File: config.mk
export PLATFORM = sky130hd
export DESIGN_NAME = vid_ref_manager
export DESIGN_NICKNAME = d
export VERILOG_FILES = /design/src/rtl/vid_ref_pkg.sv /design/src/rtl/vid_sync.sv /design/src/rtl/vid_deglitch.sv /design/src/rtl/vid_select.sv /design/src/rtl/vid_ref_manager.sv
export SDC_FILE = /design/constraint.sdc
export NUM_CORES = 1
export LEC_CHECK = 0
export ABC_CLOCK_PERIOD_IN_PS = 3350
export BUFFER_PORTS_ARGS = -buffer_cell sky130_fd_sc_hd__buf_2
export CAP_MARGIN = 20
export CORE_UTILIZATION = 53
export CTS_BUF_LIST = sky130_fd_sc_hd__clkbuf_16
export CTS_CLUSTER_DIAMETER = 60
export DETAILED_ROUTE_END_ITERATION = 12
export PLACE_DENSITY = 0.77
export SYNTH_ARGS = -nofsm -noshare
export SYNTH_HDL_FRONTEND = slang
export SYNTH_SLANG_ARGS = --single-unit
File: constraint.sdc
create_clock -name clk -period 3.35 [get_ports clk]
set_input_delay 0.8375 -clock clk [delete_from_list [all_inputs] [get_ports clk]]
set_output_delay 0.8375 -clock clk [all_outputs]
set_load 0.02 [all_outputs]
File: src/rtl/vid_ref_pkg.sv
// Package: shared widths, the default code and the millivolt decode.
// Assumes a 4-bit code whose levels are evenly spaced.
package vid_ref_pkg;
    localparam int CODE_W   = 4;
    localparam int MV_W     = 11;
    localparam int BASE_MV  = 900;
    localparam int STEP_MV  = 20;
    localparam logic [CODE_W-1:0] DEFAULT_CODE = '1;

    // Convert a code into its reference level in millivolts.
    function automatic logic [MV_W-1:0] code_to_mv(input logic [CODE_W-1:0] c);
        int v;
        v = BASE_MV + STEP_MV * int'(c);
        return v[MV_W-1:0];
    endfunction
endpackage

File: src/rtl/vid_sync.sv
// vid_sync: a two-flop synchroniser for each input bit.
// Assumes the inputs idle high (pulled up), so the flops reset to 1.
module vid_sync #(
    parameter int W = 4
) (
    input  logic         clk,
    input  logic         rst_n,
    input  logic [W-1:0] d_async,
    output logic [W-1:0] d_sync
);
    logic [W-1:0] meta_q;

    for (genvar b = 0; b < W; b++) begin : g_bit
        // Two flops in series bring bit b into the clock domain.
        always_ff @(posedge clk) begin
            if (!rst_n) begin
                meta_q[b] <= 1'b1;
                d_sync[b] <= 1'b1;
            end else begin
                meta_q[b] <= d_async[b];
                d_sync[b] <= meta_q[b];
            end
        end
    end
endmodule

File: src/rtl/vid_deglitch.sv
// vid_deglitch: accepts a synchronised code only after it has held steady.
// The code is accepted once it has been seen for FILT_CYC+1 samples in a row,
// and any change of any bit starts the count again.
// Assumes FILT_CYC >= 1.
module vid_deglitch
    import vid_ref_pkg::*;
#(
    parameter int FILT_CYC = 28
) (
    input  logic              clk,
    input  logic              rst_n,
    input  logic [CODE_W-1:0] d_sync,
    output logic [CODE_W-1:0] filt_code
);
    localparam int CNT_W = $clog2(FILT_CYC + 1);
    localparam logic [CNT_W-1:0] LIM = CNT_W'(FILT_CYC - 1);

    logic [CODE_W-1:0] cand_q;
    logic [CNT_W-1:0]  cnt_q;

    // Track the candidate code, count how long it has held, and accept it at the limit.
    always_ff @(posedge clk) begin
        if (!rst_n) begin
            cand_q    <= DEFAULT_CODE;
            cnt_q     <= '0;
            filt_code <= DEFAULT_CODE;
        end else if (d_sync != cand_q) begin
            cand_q <= d_sync;
            cnt_q  <= '0;
        end else if (cnt_q != LIM) begin
            cnt_q <= cnt_q + 1'b1;
        end else begin
            filt_code <= cand_q;
        end
    end

    // the hold counter never runs past its limit.
    a_r6_cnt_bound: assert property (@(posedge clk) disable iff (!rst_n)
        cnt_q <= LIM);

    // the accepted code changes only once a full hold has built up.
    a_r5_hold_before_accept: assert property (@(posedge clk) disable iff (!rst_n)
        (filt_code != $past(filt_code)) |-> ($past(cnt_q) == LIM));

    // a bit change in the window keeps the accepted code where it was.
    a_r6_change_holds: assert property (@(posedge clk) disable iff (!rst_n)
        (d_sync != cand_q) |=> $stable(filt_code));
endmodule

File: src/rtl/vid_select.sv
// vid_select: picks the forced default or the filtered code, registers it,
// and flags changes. Assumes ss_done is already synchronous to clk.
module vid_select
    import vid_ref_pkg::*;
(
    input  logic              clk,
    input  logic              rst_n,
    input  logic              ss_done,
    input  logic [CODE_W-1:0] filt_code,
    output logic [CODE_W-1:0] code_q,
    output logic              chg_q
);
    logic [CODE_W-1:0] next_code;

    // Choose the default during start-up and the live code afterwards.
    always_comb next_code = ss_done ? filt_code : DEFAULT_CODE;

    // Register the chosen code and pulse when it moves.
    always_ff @(posedge clk) begin
        if (!rst_n) begin
            code_q <= DEFAULT_CODE;
            chg_q  <= 1'b0;
        end else begin
            code_q <= next_code;
            chg_q  <= (next_code != code_q);
        end
    end

    // while start-up is in progress the default is forced.
    a_r3_forced_default: assert property (@(posedge clk) disable iff (!rst_n)
        !ss_done |=> (code_q == DEFAULT_CODE));

    // after soft-start the filtered code is forwarded.
    a_r4_follow_filtered: assert property (@(posedge clk) disable iff (!rst_n)
        ss_done |=> (code_q == $past(filt_code)));

    // the strobe marks a change of the output code.
    a_r7_strobe_marks_change: assert property (@(posedge clk) disable iff (!rst_n)
        chg_q |-> (code_q != $past(code_q)));

    // an unchanged code raises no strobe.
    a_r7_no_spurious_strobe: assert property (@(posedge clk) disable iff (!rst_n)
        $stable(code_q) |-> !chg_q);
endmodule

File: src/rtl/vid_ref_manager.sv
// vid_ref_manager: top level. Synchronises the pins, filters them against
// bit skew, applies the start-up default and decodes the reference level.
// Assumes vid_pins may change at any time and ss_done comes from the clk domain.
module vid_ref_manager
    import vid_ref_pkg::*;
#(
    parameter int FILT_CYC = 28
) (
    input  logic              clk,
    input  logic              rst_n,
    input  logic [CODE_W-1:0] vid_pins,
    input  logic              ss_done,
    output logic [CODE_W-1:0] code_out,
    output logic [MV_W-1:0]   ref_mv,
    output logic              code_chg
);
    logic [CODE_W-1:0] sync_code;
    logic [CODE_W-1:0] filt_code;

    vid_sync #(.W(CODE_W)) sync_i (
        .clk(clk), .rst_n(rst_n), .d_async(vid_pins), .d_sync(sync_code)
    );

    vid_deglitch #(.FILT_CYC(FILT_CYC)) filt_i (
        .clk(clk), .rst_n(rst_n), .d_sync(sync_code), .filt_code(filt_code)
    );

    vid_select sel_i (
        .clk(clk), .rst_n(rst_n), .ss_done(ss_done), .filt_code(filt_code),
        .code_q(code_out), .chg_q(code_chg)
    );

    // Decode the registered code into millivolts for the reference level.
    always_comb ref_mv = code_to_mv(code_out);

    // the reference stays inside the decoded span.
    a_r1_mv_span: assert property (@(posedge clk) disable iff (!rst_n)
        (ref_mv >= MV_W'(BASE_MV)) && (ref_mv <= MV_W'(BASE_MV + 15 * STEP_MV)));
endmodule

Yosys cells after proc, flatten, opt, wreduce, memory -nomap -nowiden. Cells that the tools add are included.

Add/subtract/negate cells: 2. Multiply operators: 1. Equality and inequality tests: 3. Muxes and demuxes: 1. Bitwise gates (word level): 3. Reductions and logical operators: 2.

Operators with widths (number): 10-bit by 9-bit adder with 11-bit output (first input constant) (1); 4-bit != test (2); 3-bit by 4-bit multiplier with 7-bit output (first input constant) (1); 5-bit by 1-bit adder with 5-bit output (second input constant) (1); 5-bit != test (second input constant) (1); 4-bit 2-to-1 mux (1); 1-bit NOT (3); 2-bit AND reduction (1); 2-bit OR reduction (1).

Register bits after elaboration: 26. Input bits: 7. Output and inout bits: 16. Logic and storage cells: 25.

Longest topological paths before layout.
Word-level depth: 3. Mapped depth: 7. Depth with buffers taken out: 7.

Hierarchy. A second synthesis with hierarchy kept.

Cells, all modules: 125. Area total of the unflattened synthesis: 1213.7 um^2.

Modules (own cells, without submodules): vid_deglitch (instances 1, cells each 55, area each 528.0 um^2, sequential area each 260.2 um^2); vid_select (instances 1, cells each 24, area each 244.0 um^2, sequential area each 100.1 um^2); vid_ref_manager (instances 1, cells each 30, area each 231.5 um^2, sequential area each 0.0 um^2); vid_sync (instances 1, cells each 16, area each 210.2 um^2, sequential area each 160.2 um^2).

Worst setup path after synthesis. No wires, ideal clock.

Path kind: register -> output. Start: register sel_i.code_q[3]. End: output port ref_mv[7]. Arrival time: 2.206 ns. Required time: 2.513 ns. Setup slack: 0.306 ns. Stages on the path, launching flop included: 7. Buffers on the path: 0. Path through: dfxtp_1 ha_1 ha_1 inv_1 fa_1 nor3_1 xor2_1.

Word-level cells in the longest chain between the ends: 2.

Ends and longest elaborated chain: start: declaration (line vid_select.sv:10) `output logic [CODE_W-1:0] code_q,`; start signal: assignment (line vid_select.sv:24) `code_q <= next_code;`; 3-bit by 4-bit multiplier with 7-bit output (line vid_ref_pkg.sv:13) `v = BASE_MV + STEP_MV * int'(c);`; 10-bit by 9-bit adder with 11-bit output (line vid_ref_pkg.sv:13); end: declaration (line vid_ref_manager.sv:14) `output logic [MV_W-1:0] ref_mv,`.

Every way passes these cells.

Worst setup path after layout.
Start: register sel_i.code_q[1]. End: output port ref_mv[9].

The elaborated chain is that of the path after synthesis.

==> results.cfg <==
[worst_setup_path]
critical_path_cell_count = 7
regToRegEndpoint = filt_i.filt_code[1]$_SDFFE_PN1P_
cp.buffers_inverters = 2
worst-endpoint-arrival_ps = 2370
crit_path_end = ref_mv[9]
critical_path.most_common_cell = sky130_fd_sc_hd__ha_1
path_delay_family = adder cells
cp_cell_sequence = ha_1 -> ha_1 -> inv_1 -> fa_1 -> or3b_2 -> a21oi_1 -> buf_2
worstSetupStartpoint = sel_i.code_q[1]$_SDFF_PN1_
cp-start-kind = register
ff2ff_setup_slack_ps = 1800
regToRegStartpoint = filt_i.cnt_q[0]$_SDFFE_PP0P_
worst_path_cell_with_the_longest_stage_delay = sky130_fd_sc_hd__or3b_2
ff2ff_path_depth = 5
cp_slowest_stage_delay_ps = 480
timing.critical_path.required_ps = 2510
crit_fanout = 8
path_class = reg2out
end_kind = output port

[detailed_routing]
drc = 0
vias = 908
drt-initial-drc-count = 16
postRouteWirelength_um = 2020
detail_route.first_pass.iterations = 4
postRouteAntennaNets = 0
wl_per_cell_um = 11.2
via_per_inst = 5.04

[clock_network]
post-cts-setup-buffers = 0
clock_path_buffers = 2
clkSlewWorstSetupHoldPaths_ps = 60
post_cts_hold_buffer_count = 0
numClockSinks = 26
cts-buffers-inserted = 3
clock_tree.root_cell = sky130_fd_sc_hd__clkbuf_16
clock_latency_ps = 260
cts_htree_levels = 1
cts_tree = yes

[synth]
syn-instance-count = 131
synth.largest_area_cell = sky130_fd_sc_hd__dfxtp_1
netlist_area_mm2 = 0.00120
yosysSeqAreaShare_pct = 43.4
synth_top_area_share_pct = 43.4
synth_area_per_cell_um2 = 9.15
yosys_most_used_dff = sky130_fd_sc_hd__dfxtp_1
synth_seq_cells = 26
synthesis.yosys.warnings = 0
yosys.cell_types.count = 29
synth.area.top_cells = sky130_fd_sc_hd__dfxtp_1, sky130_fd_sc_hd__nand2b_1, sky130_fd_sc_hd__ha_1
synthArstFlopShare_pct = 0
synth_enable_flop_cells = 0

[flow_run]
timing.max_cap.violations = 0

[final_layout]
layout.cell_area.non_filler_mm2 = 0.00143
n_fill_cell = 166
final_util_pct = 70.1
finalNetCount = 168
seqCellArea_um2 = 520
area.growth.synth_to_final_pct = 19.4
post_route_cells_drive_above_1_share_pct = 22.2
multiInputGateArea_um2 = 631
antenna_cells_inserted = 0

[placement]
portBuffers = 20
globalplace.congestion = 0.835
place_area_mm2 = 0.00132
detailedPlacementHpwl_um = 1490

[timing]
post-route-min-period_ps = 3200
tcrit_tclk_final_pct = 95.6
fin_tns_setup_ps = 0
rsz0062_at_grt = no
clock-skew-final_ps = 4.57
slew_viol_final = 0
finalHoldViolCount = 0
fin_worst_hold_slack_ps = 408
setup_viol = 0
timing.fmax_mhz = 312

[pwr]
combPwrFrac_pct = 4.5
share_seq_of_total_power_pct = 46.5
switching_share_of_total_power_pct = 17.8
total_power_draw_mw = 0.691
clockPowerShare_pct = 48.9
power-per-cell-area_mw_per_mm2 = 483
p_sw_mw = 0.123
cell_internal_pwr_mw = 0.568
static-leakage-power_nw = 0.667
irDropWorstVdd_uv = 401

[floorplan]
ios = 23
placeableCoreArea_mm2 = 0.00204
dieWidth_um = 49.6
dieHeight_um = 49.6
rows = 16
die-area_mm2 = 0.00246
initial_core_util_pct = 58.7

[hold_path]
hold_path.class = reg2reg

[grt]
overflow = 0
wire_length_of_the_first_global_routing_pass_um = 3570
grt_pass1_vias = 848
grtUsageTotal_pct = 18.7
grt_antenna_before_repair = 0
grt_max_degree = 21

[outcome]
run_status = finished, final reports clean
[cells by family (layout without fill, tap and decap cells)]
kind of cell / count (synthesis) / in the layout / share of synthesized area (%)
adders and majority gates: 7 / 7 / 7.93
DFF: 26 / 26 / 43.4
xor gates and xnor gates: 13 / 13 / 9.50
buffers and inverters: 13 / 34 / 4.70
and+or+nand+nor: 51 / 51 / 23.2
AOI/OAI and AO/OA: 19 / 19 / 10.1
muxes: 1 / 1 / 0.835
other: 1 / 2 / 0.313
[flip-flops by register name, indices dropped and copies added, names as in the netlist]
register / flops
sync_i.d_sync: 4
sync_i.meta_q: 4
sel_i.chg_q: 1
filt_i.cand_q: 4
sel_i.code_q: 4
filt_i.filt_code: 4
filt_i.cnt_q: 5
[per-layer routing]
| metal | share of wire, % | track usage, % |
|---|---|---|
| met5 | 0 | 0 |
| met4 | 0 | 2.86 |
| met3 | 3.7 | 4.63 |
| met2 | 51 | 34.0 |
| met1 | 45 | 22.3 |
[how the worst min path moves through the flow]
| stage | end | slack [ps] | start | cells past startpoint |
|---|---|---|---|---|
| floorplan | sync_i.d_sync[0]$_SDFF_PN1_ | 390 | sync_i.meta_q[0]$_SDFF_PN1_ | 1 |
| global placement | sync_i.d_sync[2]$_SDFF_PN1_ | 390 | sync_i.meta_q[2]$_SDFF_PN1_ | 1 |
| detailed placement | sync_i.d_sync[2]$_SDFF_PN1_ | 400 | sync_i.meta_q[2]$_SDFF_PN1_ | 1 |
| CTS | sync_i.d_sync[2]$_SDFF_PN1_ | 410 | sync_i.meta_q[2]$_SDFF_PN1_ | 1 |
| global route | sync_i.d_sync[2]$_SDFF_PN1_ | 420 | sync_i.meta_q[2]$_SDFF_PN1_ | 1 |
| finish | sync_i.d_sync[2]$_SDFF_PN1_ | 410 | sync_i.meta_q[2]$_SDFF_PN1_ | 1 |
[cell usage after synthesis (2+ instances only)]
cell type,n
sky130_fd_sc_hd__a21oi_1,4
sky130_fd_sc_hd__and2_1,2
sky130_fd_sc_hd__buf_4,2
sky130_fd_sc_hd__dfxtp_1,26
sky130_fd_sc_hd__ha_1,6
sky130_fd_sc_hd__inv_1,9
sky130_fd_sc_hd__nand2_1,11
sky130_fd_sc_hd__nand2b_1,14
sky130_fd_sc_hd__nand3_1,4
sky130_fd_sc_hd__nor2_1,9
sky130_fd_sc_hd__nor2b_1,2
sky130_fd_sc_hd__o211ai_1,2
sky130_fd_sc_hd__o21ai_0,5
sky130_fd_sc_hd__o22ai_1,3
sky130_fd_sc_hd__o311ai_0,4
sky130_fd_sc_hd__or2_2,4
sky130_fd_sc_hd__xnor2_1,6
sky130_fd_sc_hd__xor2_1,7
[metrics by stage]
| stage | setup slack, ps | instances |
|---|---|---|
| after floorplan | 306 | 132 |
| after global placement | 470 | 176 |
| after detailed placement | 378 | 176 |
| after CTS | 101 | 180 |
| after global routing | 29.7 | 180 |
| final | 147 | 180 |
[final cells by class]
type,instances,area share [%]
clock buffer,3,5.24
clock inverter,1,2.10
inverter,9,2.36
multi-input combinational,93,44.1
sequential,26,36.4
tap,27,2.36
timing repair buffer,21,7.52
[power by group through the flow]
stage	Combinational [mW]	Clock, mW	Sequential [mW]
after floorplan	0.0253	0	0.327
after global placement	0.0303	0	0.328
after detailed placement	0.0313	0	0.328
after CTS	0.0316	0.346	0.322
after global routing	0.0359	0.356	0.322
final	0.0314	0.338	0.322
[timing repair]
item	in CTS	in global routing
gates resized for setup	0	2
setup endpoints to repair	0	2
endpoints found under the hold margin	0	0
[layout by cell type, fill, tap and decap left out]
| cell | n |
|---|---|
| sky130_fd_sc_hd__a21o_1 | 1 |
| sky130_fd_sc_hd__a21oi_1 | 4 |
| sky130_fd_sc_hd__and2_1 | 2 |
| sky130_fd_sc_hd__buf_2 | 20 |
| sky130_fd_sc_hd__buf_4 | 1 |
| sky130_fd_sc_hd__bufinv_16 | 1 |
| sky130_fd_sc_hd__clkbuf_16 | 3 |
| sky130_fd_sc_hd__conb_1 | 2 |
| sky130_fd_sc_hd__dfxtp_1 | 26 |
| sky130_fd_sc_hd__fa_1 | 1 |
| sky130_fd_sc_hd__ha_1 | 6 |
| sky130_fd_sc_hd__inv_1 | 9 |
| sky130_fd_sc_hd__mux2i_1 | 1 |
| sky130_fd_sc_hd__nand2_1 | 11 |
| sky130_fd_sc_hd__nand2b_1 | 14 |
| sky130_fd_sc_hd__nand3_1 | 4 |
| sky130_fd_sc_hd__nand3_2 | 1 |
| sky130_fd_sc_hd__nand4_2 | 1 |
| sky130_fd_sc_hd__nor2_1 | 9 |
| sky130_fd_sc_hd__nor2b_1 | 2 |
| sky130_fd_sc_hd__nor3_2 | 1 |
| sky130_fd_sc_hd__o211ai_1 | 2 |
| sky130_fd_sc_hd__o21ai_0 | 4 |
| sky130_fd_sc_hd__o21ai_1 | 1 |
| sky130_fd_sc_hd__o22ai_1 | 3 |
| sky130_fd_sc_hd__o311ai_0 | 4 |
| sky130_fd_sc_hd__or2_2 | 4 |
| sky130_fd_sc_hd__or2_4 | 1 |
| sky130_fd_sc_hd__or3b_2 | 1 |
| sky130_fd_sc_hd__xnor2_1 | 6 |
| sky130_fd_sc_hd__xor2_1 | 7 |
Power figures use the tool's default switching activity.
